<file path="src/rtl/rxs_pkg.sv">
package rxs_pkg;

   localparam logic [1:0] DIV_ONE   = 2'b00;
   localparam logic [1:0] DIV_MID   = 2'b01;
   localparam logic [1:0] DIV_SLOW  = 2'b10;
   localparam logic [1:0] DIV_CLEAR = 2'b11;

   typedef enum logic [1:0] {
      ST_IDLE,
      ST_HUNT,
      ST_RUN
   } rx_state_e;

   typedef struct packed {
      logic eight;
      logic par_en;
      logic par_odd;
   } fmt_t;

   function automatic fmt_t decode_fmt(input logic [2:0] ws);
      fmt_t f;
      f.eight   = ws[2];
      f.par_en  = ~ws[2] | ws[1];
      f.par_odd = ws[0];
      return f;
   endfunction

endpackage

</file>
<file path="src/rtl/rxs_bit_timer.sv">
module rxs_bit_timer
   import rxs_pkg::*;
#(
   parameter int MID_DIV  = 16,
   parameter int SLOW_DIV = 64
) (
   input  logic       clk,
   input  logic       rst_n,
   input  logic       clr,
   input  logic       tick,
   input  logic       line,
   input  logic [1:0] div_sel,
   input  logic       last_bit,
   output logic       start_ok,
   output logic       bit_stb,
   output logic       bit_val
);
   localparam int CW = $clog2(SLOW_DIV);

   rx_state_e     state;
   logic [CW-1:0] cnt;
   logic [CW-1:0] div_m1;
   logic [CW-1:0] half_m1;
   logic          prev;
   logic          fall;

   always_comb begin
      case (div_sel)
         DIV_MID:  div_m1 = CW'(MID_DIV - 1);
         DIV_SLOW: div_m1 = CW'(SLOW_DIV - 1);
         default:  div_m1 = '0;
      endcase
   end

   assign half_m1  = div_m1 >> 1;
   assign fall     = tick && (state == ST_IDLE) && prev && !line;
   assign start_ok = (fall && (div_sel == DIV_ONE)) ||
                     (tick && (state == ST_HUNT) && (cnt == half_m1) && !line);
   assign bit_stb  = tick && (state == ST_RUN) && (cnt == div_m1);
   assign bit_val  = line;

   always_ff @(posedge clk or negedge rst_n) begin
      if (!rst_n) begin
         state <= ST_IDLE;
         cnt   <= '0;
         prev  <= 1'b1;
      end else if (clr) begin
         state <= ST_IDLE;
         cnt   <= '0;
         prev  <= 1'b1;
      end else if (tick) begin
         prev <= line;
         case (state)
            ST_IDLE: begin
               cnt <= '0;
               if (fall) state <= (div_sel == DIV_ONE) ? ST_RUN : ST_HUNT;
            end
            ST_HUNT: begin
               if (cnt == half_m1) begin
                  cnt   <= '0;
                  state <= line ? ST_IDLE : ST_RUN;
               end else begin
                  cnt <= cnt + CW'(1);
               end
            end
            default: begin
               if (cnt == div_m1) begin
                  cnt <= '0;
                  if (last_bit) state <= ST_IDLE;
               end else begin
                  cnt <= cnt + CW'(1);
               end
            end
         endcase
      end
   end

endmodule

</file>
<file path="src/rtl/rxs_framer.sv">
module rxs_framer
   import rxs_pkg::*;
#(
   parameter int DATA_W = 8
) (
   input  logic              clk,
   input  logic              rst_n,
   input  logic              clr,
   input  logic              start_ok,
   input  logic              bit_stb,
   input  logic              bit_val,
   input  logic [2:0]        word_sel,
   output logic              last_bit,
   output logic              done,
   output logic [DATA_W-1:0] char_o,
   output logic              fe_o,
   output logic              pe_o,
   output logic              cfg_eight,
   output logic              cfg_par
);
   localparam int IW = $clog2(DATA_W + 3);

   fmt_t              cfg;
   logic [IW-1:0]     idx;
   logic [IW-1:0]     nd;
   logic [DATA_W-1:0] sh;
   logic              pbit;

   assign nd        = cfg.eight ? IW'(DATA_W) : IW'(DATA_W - 1);
   assign last_bit  = (idx == nd + IW'(cfg.par_en));
   assign cfg_eight = cfg.eight;
   assign cfg_par   = cfg.par_en;

   always_ff @(posedge clk or negedge rst_n) begin
      if (!rst_n) begin
         cfg    <= '0;
         idx    <= '0;
         sh     <= '0;
         pbit   <= 1'b0;
         done   <= 1'b0;
         char_o <= '0;
         fe_o   <= 1'b0;
         pe_o   <= 1'b0;
      end else if (clr) begin
         idx  <= '0;
         done <= 1'b0;
      end else begin
         done <= 1'b0;
         if (start_ok) begin
            cfg <= decode_fmt(word_sel);
            idx <= '0;
            sh  <= '0;
         end else if (bit_stb) begin
            for (int i = 0; i < DATA_W; i++)
               if ((idx == IW'(i)) && (idx < nd)) sh[i] <= bit_val;
            if (cfg.par_en && (idx == nd)) pbit <= bit_val;
            if (last_bit) begin
               done   <= 1'b1;
               char_o <= sh;
               fe_o   <= ~bit_val;
               pe_o   <= cfg.par_en & (^sh ^ pbit ^ cfg.par_odd);
            end else begin
               idx <= idx + IW'(1);
            end
         end
      end
   end

endmodule

</file>
<file path="src/rtl/rxs_holding.sv">
module rxs_holding #(
   parameter int DATA_W = 8
) (
   input  logic              clk,
   input  logic              rst_n,
   input  logic              clr,
   input  logic              done,
   input  logic [DATA_W-1:0] char_i,
   input  logic              fe_i,
   input  logic              pe_i,
   input  logic              rd,
   output logic [DATA_W-1:0] data_q,
   output logic              full_q,
   output logic              ovr_q,
   output logic              pend_q,
   output logic              fe_q,
   output logic              pe_q,
   output logic              xfer
);
   logic eff_full;

   // Still occupied after this cycle's read is applied
   assign eff_full = full_q && (pend_q || !rd);
   assign xfer     = done && !eff_full;

   always_ff @(posedge clk or negedge rst_n) begin
      if (!rst_n) begin
         data_q <= '0;
         full_q <= 1'b0;
         ovr_q  <= 1'b0;
         pend_q <= 1'b0;
         fe_q   <= 1'b0;
         pe_q   <= 1'b0;
      end else if (clr) begin
         full_q <= 1'b0;
         ovr_q  <= 1'b0;
         pend_q <= 1'b0;
         fe_q   <= 1'b0;
         pe_q   <= 1'b0;
      end else begin
         if (rd) begin
            if (pend_q) begin
               ovr_q  <= 1'b1;
               pend_q <= 1'b0;
            end else begin
               full_q <= 1'b0;
               ovr_q  <= 1'b0;
            end
         end
         if (xfer) begin
            data_q <= char_i;
            fe_q   <= fe_i;
            pe_q   <= pe_i;
            full_q <= 1'b1;
         end else if (done && !ovr_q && !(rd && pend_q)) begin
            pend_q <= 1'b1;
         end
      end
   end

endmodule

</file>
<file path="src/rtl/serial_rx_core.sv">
module serial_rx_core
   import rxs_pkg::*;
#(
   parameter int DATA_W      = 8,
   parameter int MID_DIV     = 16,
   parameter int SLOW_DIV    = 64,
   parameter int SYNC_STAGES = 2
) (
   input  logic              clk,
   input  logic              rst_n,
   input  logic              rx_tick,
   input  logic              rx_line,
   input  logic [1:0]        div_sel,
   input  logic [2:0]        word_sel,
   input  logic              rd_strobe,
   input  logic              carrier_off,
   output logic [DATA_W-1:0] rx_data,
   output logic              rx_full,
   output logic              frame_err,
   output logic              parity_err,
   output logic              overrun
);
   if (MID_DIV < 4 || (MID_DIV & (MID_DIV - 1)) != 0) begin : g_bad_mid
      $error("MID_DIV must be a power of two of at least 4");
   end
   if (SLOW_DIV <= MID_DIV || (SLOW_DIV & (SLOW_DIV - 1)) != 0) begin : g_bad_slow
      $error("SLOW_DIV must be a power of two above MID_DIV");
   end
   if (DATA_W < 5) begin : g_bad_width
      $error("DATA_W must be at least 5");
   end
   if (SYNC_STAGES < 0) begin : g_bad_sync
      $error("SYNC_STAGES must not be negative");
   end

   logic              clr;
   logic              line_s;
   logic              start_ok, bit_stb, bit_val, last_bit;
   logic              done, fe_c, pe_c;
   logic [DATA_W-1:0] char_c;
   logic              full_raw, ovr_pend, xfer;
   logic              cfg_eight, cfg_par;

   assign clr = (div_sel == DIV_CLEAR);

   if (SYNC_STAGES == 0) begin : g_nosync
      assign line_s = rx_line;
   end else begin : g_sync
      logic [SYNC_STAGES-1:0] sr;
      always_ff @(posedge clk or negedge rst_n) begin
         if (!rst_n) sr <= '1;
         else        sr <= SYNC_STAGES'({sr, rx_line});
      end
      assign line_s = sr[SYNC_STAGES-1];
   end

   rxs_bit_timer #(.MID_DIV(MID_DIV), .SLOW_DIV(SLOW_DIV)) u_timer (
      .clk(clk), .rst_n(rst_n), .clr(clr), .tick(rx_tick), .line(line_s),
      .div_sel(div_sel), .last_bit(last_bit), .start_ok(start_ok),
      .bit_stb(bit_stb), .bit_val(bit_val)
   );

   rxs_framer #(.DATA_W(DATA_W)) u_framer (
      .clk(clk), .rst_n(rst_n), .clr(clr), .start_ok(start_ok),
      .bit_stb(bit_stb), .bit_val(bit_val), .word_sel(word_sel),
      .last_bit(last_bit), .done(done), .char_o(char_c), .fe_o(fe_c),
      .pe_o(pe_c), .cfg_eight(cfg_eight), .cfg_par(cfg_par)
   );

   rxs_holding #(.DATA_W(DATA_W)) u_hold (
      .clk(clk), .rst_n(rst_n), .clr(clr), .done(done), .char_i(char_c),
      .fe_i(fe_c), .pe_i(pe_c), .rd(rd_strobe), .data_q(rx_data),
      .full_q(full_raw), .ovr_q(overrun), .pend_q(ovr_pend),
      .fe_q(frame_err), .pe_q(parity_err), .xfer(xfer)
   );

   assign rx_full = full_raw & ~carrier_off;

endmodule

</file>
<file path="config.mk">
export PLATFORM = sky130hd
export DESIGN_NAME = serial_rx_core
export DESIGN_NICKNAME = d
export VERILOG_FILES = /design/src/rtl/rxs_pkg.sv /design/src/rtl/rxs_bit_timer.sv /design/src/rtl/rxs_framer.sv /design/src/rtl/rxs_holding.sv /design/src/rtl/serial_rx_core.sv
export SDC_FILE = /design/constraint.sdc
export NUM_CORES = 1
export LEC_CHECK = 0
export BUFFER_PORTS_ARGS = -buffer_cell sky130_fd_sc_hd__buf_2
export CORE_ASPECT_RATIO = 1.4
export CORE_MARGIN = 1
export CORE_UTILIZATION = 33
export CTS_CLUSTER_SIZE = 8
export DETAILED_ROUTE_END_ITERATION = 7
export REMOVE_ABC_BUFFERS = 1
export SETUP_SLACK_MARGIN = 0.15
export SLEW_MARGIN = 20
export SYNTH_ARGS = -nofsm -noshare
export SYNTH_HDL_FRONTEND = slang
export SYNTH_SLANG_ARGS = --single-unit
</file>
<file path="constraint.sdc">
create_clock -name clk -period 3.3 [get_ports clk]
set_clock_uncertainty 0.1 [all_clocks]
set_input_delay 0.66 -clock clk [delete_from_list [all_inputs] [get_ports clk]]
set_output_delay 0.66 -clock clk [all_outputs]
set_load 0.01 [all_outputs]
</file>
# ---- Word level (Yosys, flattened, before mapping)
# Cells that the tools add are included.
dict set report op_classes {
  magnitude_cmp 1
  n_mux 51
  n_addsub 3
  n_eq_ne 20
  reduce_logical 65
  bitwise_logic 10
}
# cell n
set ops {}
lappend ops {{1-bit 2-to-1 mux} 29}
lappend ops {{6-bit 2-to-1 mux} 4}
lappend ops {{6-bit case mux with 2 select lines} 2}
lappend ops {{3-bit AND reduction} 8}
lappend ops {{2-bit nonzero test} 12}
lappend ops {{1-bit logical AND} 23}
lappend ops {{4-bit 2-to-1 mux} 5}
lappend ops {{4-bit by 3-bit == test with 1-bit output, second input constant} 4}
lappend ops {{2-bit 2-to-1 mux} 8}
lappend ops {{8-bit 2-to-1 mux} 2}
lappend ops {{3-bit inequality test, second input constant} 3}
lappend ops {{4-bit by 2-bit == test with 1-bit output, second input constant} 2}
lappend ops {{4-bit == test} 2}
lappend ops {{2-bit AND reduction} 4}
lappend ops {{4-bit AND reduction} 2}
lappend ops {{4-bit nonzero test} 2}
lappend ops {{8-bit parity} 1}
lappend ops {{6-bit by 1-bit adder with 6-bit output, second input constant} 1}
lappend ops {{2-bit == test, second input constant} 3}
lappend ops {{6-bit by 5-bit == test with 1-bit output} 1}
lappend ops {{6-bit == test} 1}
lappend ops {{3-bit nonzero test} 2}
lappend ops {{1-bit zero test} 5}
lappend ops {{1-bit NOT} 5}
lappend ops {{other kinds (14)} 19}
dict set report totals {
  elab_cells 177
  in_bits 11
  ff_bits 51
  out_inout_bits 12
}

# ---- Logic depth before layout (Yosys ltp)
dict set report depth {
  depth_word 8
  depth_mapped 8
  mapped_depth_nobuf 7
}

# ---- Hierarchy
# A second synthesis with hierarchy kept.
dict set report hier_totals {
  cells_unflattened 258
  area_unflattened_um2 2791.4
}
# mod cells_per_inst area_per_inst_um2 instances seq_area_each_um2
set modules_own_cells {}
lappend modules_own_cells {rxs_framer 130 1456.4 1 675.6}
lappend modules_own_cells {rxs_bit_timer 86 716.9 1 226.5}
lappend modules_own_cells {rxs_holding 38 545.5 1 325.3}
lappend modules_own_cells {serial_rx_core 4 72.6 1 52.6}

# ---- Least setup slack after synthesis
# No wires, ideal clock.
dict set report synth_timing {
  path_kind {input port to flip-flop}
  start {input port div_sel[0]}
  end {register u_framer.cfg[0] (netlist name)}
  stages 7
  required_time_ps 3072
  t_arrival_ps 2470
  n_path_buf 0
  setup_time_ps 128
  setup_slack_ps 602
  path_cell_list {inv_1 > ha_1 > nor4_2 > o21ai_2 > o41a_1 > nor2_4 > mux2_1}
}
dict set report synth_between {
  elab_chain_cells 7
  elab_cells_between_ends 12
  classes_between {eq/ne: 4; mux: 1; bitwise: 1; reduce/logical: 6}
}
# item line_no
set synth_rtl {}
lappend synth_rtl {{start: declaration} serial_rx_core.sv:13} ;# input logic [1:0] div_sel,
lappend synth_rtl {{2-bit == test or 2-bit by 1-bit == test with 1-bit output (tied branches)} rxs_bit_timer.sv:28} ;# case (div_sel)
lappend synth_rtl {{6-bit case mux with 2 select lines} rxs_bit_timer.sv:28}
lappend synth_rtl {{6-bit by 5-bit == test with 1-bit output} rxs_bit_timer.sv:38} ;# (tick && (state == ST_HUNT) && (cnt == half_m1) && !line);
lappend synth_rtl {{1-bit logical AND (2 in series)} rxs_bit_timer.sv:38}
lappend synth_rtl {{1-bit logical OR} rxs_bit_timer.sv:37} ;# assign start_ok = (fall && (div_sel == DIV_ONE)) ||
lappend synth_rtl {{2-bit AND reduction (no line) *} n/a}
lappend synth_rtl {{end signal: assignment} rxs_framer.sv:50} ;# cfg <= decode_fmt(word_sel);
lappend synth_rtl {{end: declaration} rxs_framer.sv:23} ;# fmt_t cfg;
# Mark *: on every way between the ends. The rest lies on a longest branch, timed or not.
# A chain may end at the register's enable or synchronous reset.

# ---- Worst setup path after layout
# Same ends and word-level chain as after synthesis.

==> metrics list <==
- FFs w/ async S/R, synth: 1.000
* Min Hold Slack: roughly 0.26 ns
- Met1 Use GR: 0.1628
- Total wire length after detailed routing: around 5.4 mm
- Of the cells placed in the final design, the portion with a size suffix greater than 1 is 0.2413.
* Clock sink count: 51
- For this design the static power due to leakage is 1.500 nW.
- Post-route setup slack: approximately 0.65 ns
- For met2 alone, demand over resource in global routing was 0.2365.
* Normalized max-slew margin: 0.5549
- CTS built an H-tree with a depth of 2.
- STA classifies the critical path startpoint as an input port.
- Antenna Nets Post-Route: 0
* Count of unresolved DRC violations after routing: 0
* Ratio of total power to cell area: 470.6 nW/um^2
- The worst hold path belongs to the class reg2reg.
* Clock Tree Buf Depth: 2
- Commonest cells in the netlist: sky130_fd_sc_hd__dfrtp_1, sky130_fd_sc_hd__nand2_1, sky130_fd_sc_hd__mux2_2
- Final Hold Viols: 0
- In the synthesized netlist the dominant register cell turns out to be sky130_fd_sc_hd__dfrtp_1.
- Along the worst path, the maximum fanout reaches 10.
* Source-to-sink clock delay at the later pin of the worst-skew pair: 0.30 ns
* TritonCTS clock tree: done
- The number of hold buffers added after CTS was 0.
- The average instance in the mapped netlist occupies between 10 and 15 um^2.
- Initial Util: 0.3428
* Placed cell areas: 3033 um^2
- After global routing the overflow that remains totals 0.
- The startpoint identified for the worst register-to-register timing path is u_framer.cfg_eight.
* Master cell of the clock root buffer: sky130_fd_sc_hd__clkbuf_16
* Highest ir drop seen on vdd: 254.0 uV
* Final total negative setup slack: 0 ns
- The core region is between 8000 and 9000 um^2.
- Top cell type by total area after synthesis: sky130_fd_sc_hd__dfrtp_1
- DR WL/cell: 13.93 um
- For the worst setup path, the data required time is ~3.4 ns.
- After synthesis the netlist holds a flip-flop and latch count of a little over 50.
* Half-perimeter wire length of the detailed placement result: about 4 mm
- Counting flops with a built-in enable in the synthesized netlist gives 0.
* Antenna violations before repair: 0
- Via count of the first global-routing pass: roughly 2000
* Share of the synthesized area in the top cell type: 0.4274
- Max-cap violations in this run came to 0.
* Die footprint: 8894 um^2
* Port buffer count: 22
- Count of cell types in the netlist: 58
- Fmax: about 380 MHz
- In this run the most used layer during global routing was met2.
- The pre-antenna-repair detailed-routing pass consisted of 4 iterations.
* Via density: around 5.2
- Final cell area excluding filler cells: 3187 um^2
- Routability cong.: 0.8353
* Total inserted antenna cells: 0
* Die Wd: 79.99 um
- Aggregate global-route resource usage: 0.1376
- The worst setup path is captured at a register.
- I/O pins: 23
* Sequential share of the synthesized area: 0.4555
* Syn-to-layout area delta: 13.40%
- By area the synthesized netlist is led by sky130_fd_sc_hd__dfrtp_1, sky130_fd_sc_hd__mux2_2, sky130_fd_sc_hd__ha_1.
- The startpoint identified for the worst hold timing path is g_sync.sr[0].
- Min Clock Period, post-route: approximately 2.6 ns
* Yosys warns: 0
- Data arrives at the worst endpoint at around 2.7 ns.
- Across all layers, the routed design uses around 2000 vias.
- Post-CTS repair changed the size of 0 cells.
* First-pass GRT wire length: ~9.6 mm
- Entering global routing, the biggest net connects 52 pins.
- Met3 track demand over resource: 0.02881
- OpenSTA, run right after detailed placement, puts the worst setup slack at between 0.3 and 0.4 ns.
- Setup violations remaining at the end of the flow were counted as 0.
- Post-CTS Setup Inserts: 0
- Beginning of the critical path: div_sel[0]
- The max-slew violation count was 0.
* Unrepaired setup endpoints after global routing: no
* Final layout net count: 309
- Detailed Route Iter0 Violations: 68
- The floorplan step set the die height to roughly 110 um.
- The setup path with the least slack is of type in2reg.
* Crit share post-route: 0.8016
* TritonCTS Buffers: 5
- Worst slew pin tran: 0.6676 ns
- Among all cell types in the netlist, the one instantiated most often is sky130_fd_sc_hd__dfrtp_1.
- Post-CTS clock slew at the launch and capture registers of the worst setup and hold paths: around 0.07 ns
- The run finished with clean final reports.
* Instance count of the mapped netlist: 260
- Row Count: 39
* Area of the mapped netlist: 2810 um^2
==> through the flow <==
step                      std cells  total power, mW  utilization
after CTS                       388            1.525       0.3887
after global placement          380           0.9705       0.3700
after global routing            388            1.582       0.3887
after detailed placement        380           0.9788       0.3700
final                           388            1.500       0.3887
after floorplan                 252           0.8984            -
==> layout make-up <==
type	instances	area, um^2
inverter	14	52.55
multi-input combinational	187	1433
tap	102	127.6
clock inverter	3	28.78
timing repair buffer	26	140.1
fill	839	5011
clock buffer	5	125.1
sequential	51	1280
==> critical path, stage by stage <==
cell and delay, ns:
sky130_fd_sc_hd__buf_2 0.09, sky130_fd_sc_hd__inv_1 0.05, sky130_fd_sc_hd__ha_1 0.38, sky130_fd_sc_hd__nor4_2 0.38, sky130_fd_sc_hd__o21ai_2 0.19, sky130_fd_sc_hd__o41a_1 0.50
sky130_fd_sc_hd__nor2_4 0.14, sky130_fd_sc_hd__mux2_1 0.34
==> layout by cell type (no fill, tap or decap), drive strengths merged, types with 2 or more instances in the layout <==
cell type  Yosys  routed
dfrtp         48      48
clkinv         0       2
xnor2         12      12
nand4b         2       2
or3            5       5
clkbuf         3       5
xor2           5       5
a22oi          2       2
ha            13      13
a21oi          5       5
and3           3       3
inv           14      15
o2111ai        2       2
or2            4       4
or4            4       4
mux2          19      19
nor4           4       4
o31ai          4       4
and4           2       2
nor2           6       6
nor2b          5       5
o311ai         6       6
nand2b         5       5
buf            5      26
a31o           2       2
nand4          5       5
nand2         19      19
nand3         16      16
nor3           5       5
o21ai          8       8
nor4b          2       2
o211ai         5       5
dfstp          3       3
mux2i          4       4
==> flip-flops by register name, indices dropped and copies added, names as in the netlist, 2 cells and up <==
| signal | count |
|---|---|
| u_framer.sh | 8 |
| g_sync.sr | 2 |
| u_framer.char_o | 8 |
| u_timer.cnt | 6 |
| u_framer.idx | 4 |
| u_timer.state | 2 |
| u_hold.data_q | 8 |
==> layer usage <==
metal / routed length (um) / vias to the layer above
li1: - / 1000
met1: 2350 / 976
met2: 2831 / 24
met3: 147 / 6
met4: 74 / 0
met5: 0 / -
==> path summary, 6_finish.rpt <==
path	cells after the start	slack (ns)	endpoint
setup / recovery	8	0.65	u_framer.cfg[0]
hold / removal	0	0.26	g_sync.sr[1]
min in group asynchronous	2	0.36	u_framer.idx[1]
setup reg to reg	7	0.95	u_framer.char_o[2]
hold reg to reg	0	0.26	g_sync.sr[1]
max in group asynchronous	2	2.27	u_framer.sh[1]
==> cells by family (layout without fill, tap and decap cells) <==
family                     count (synthesis)  after routing  share of synthesized area
DFF                                       51             51                     0.4555
adders and majority gates                 13             13                    0.05788
muxes                                     23             23                    0.09038
AOI/OAI and AO/OA                         42             42                     0.1144
buffers and inverters                     22             48                    0.03473
and+or+nand+nor                           92             92                     0.1941
xor gates and xnor gates                  17             17                    0.05298
==> power by group <==
group / switching, mW / total [mW] / internal (mW)
combinational: 0.135 / 0.250 / 0.115
clock: 0.248 / 0.538 / 0.289
sequential: 0.0489 / 0.712 / 0.663
total: 0.432 / 1.50 / 1.07
Note: power is estimated with default switching activity, not from simulation.
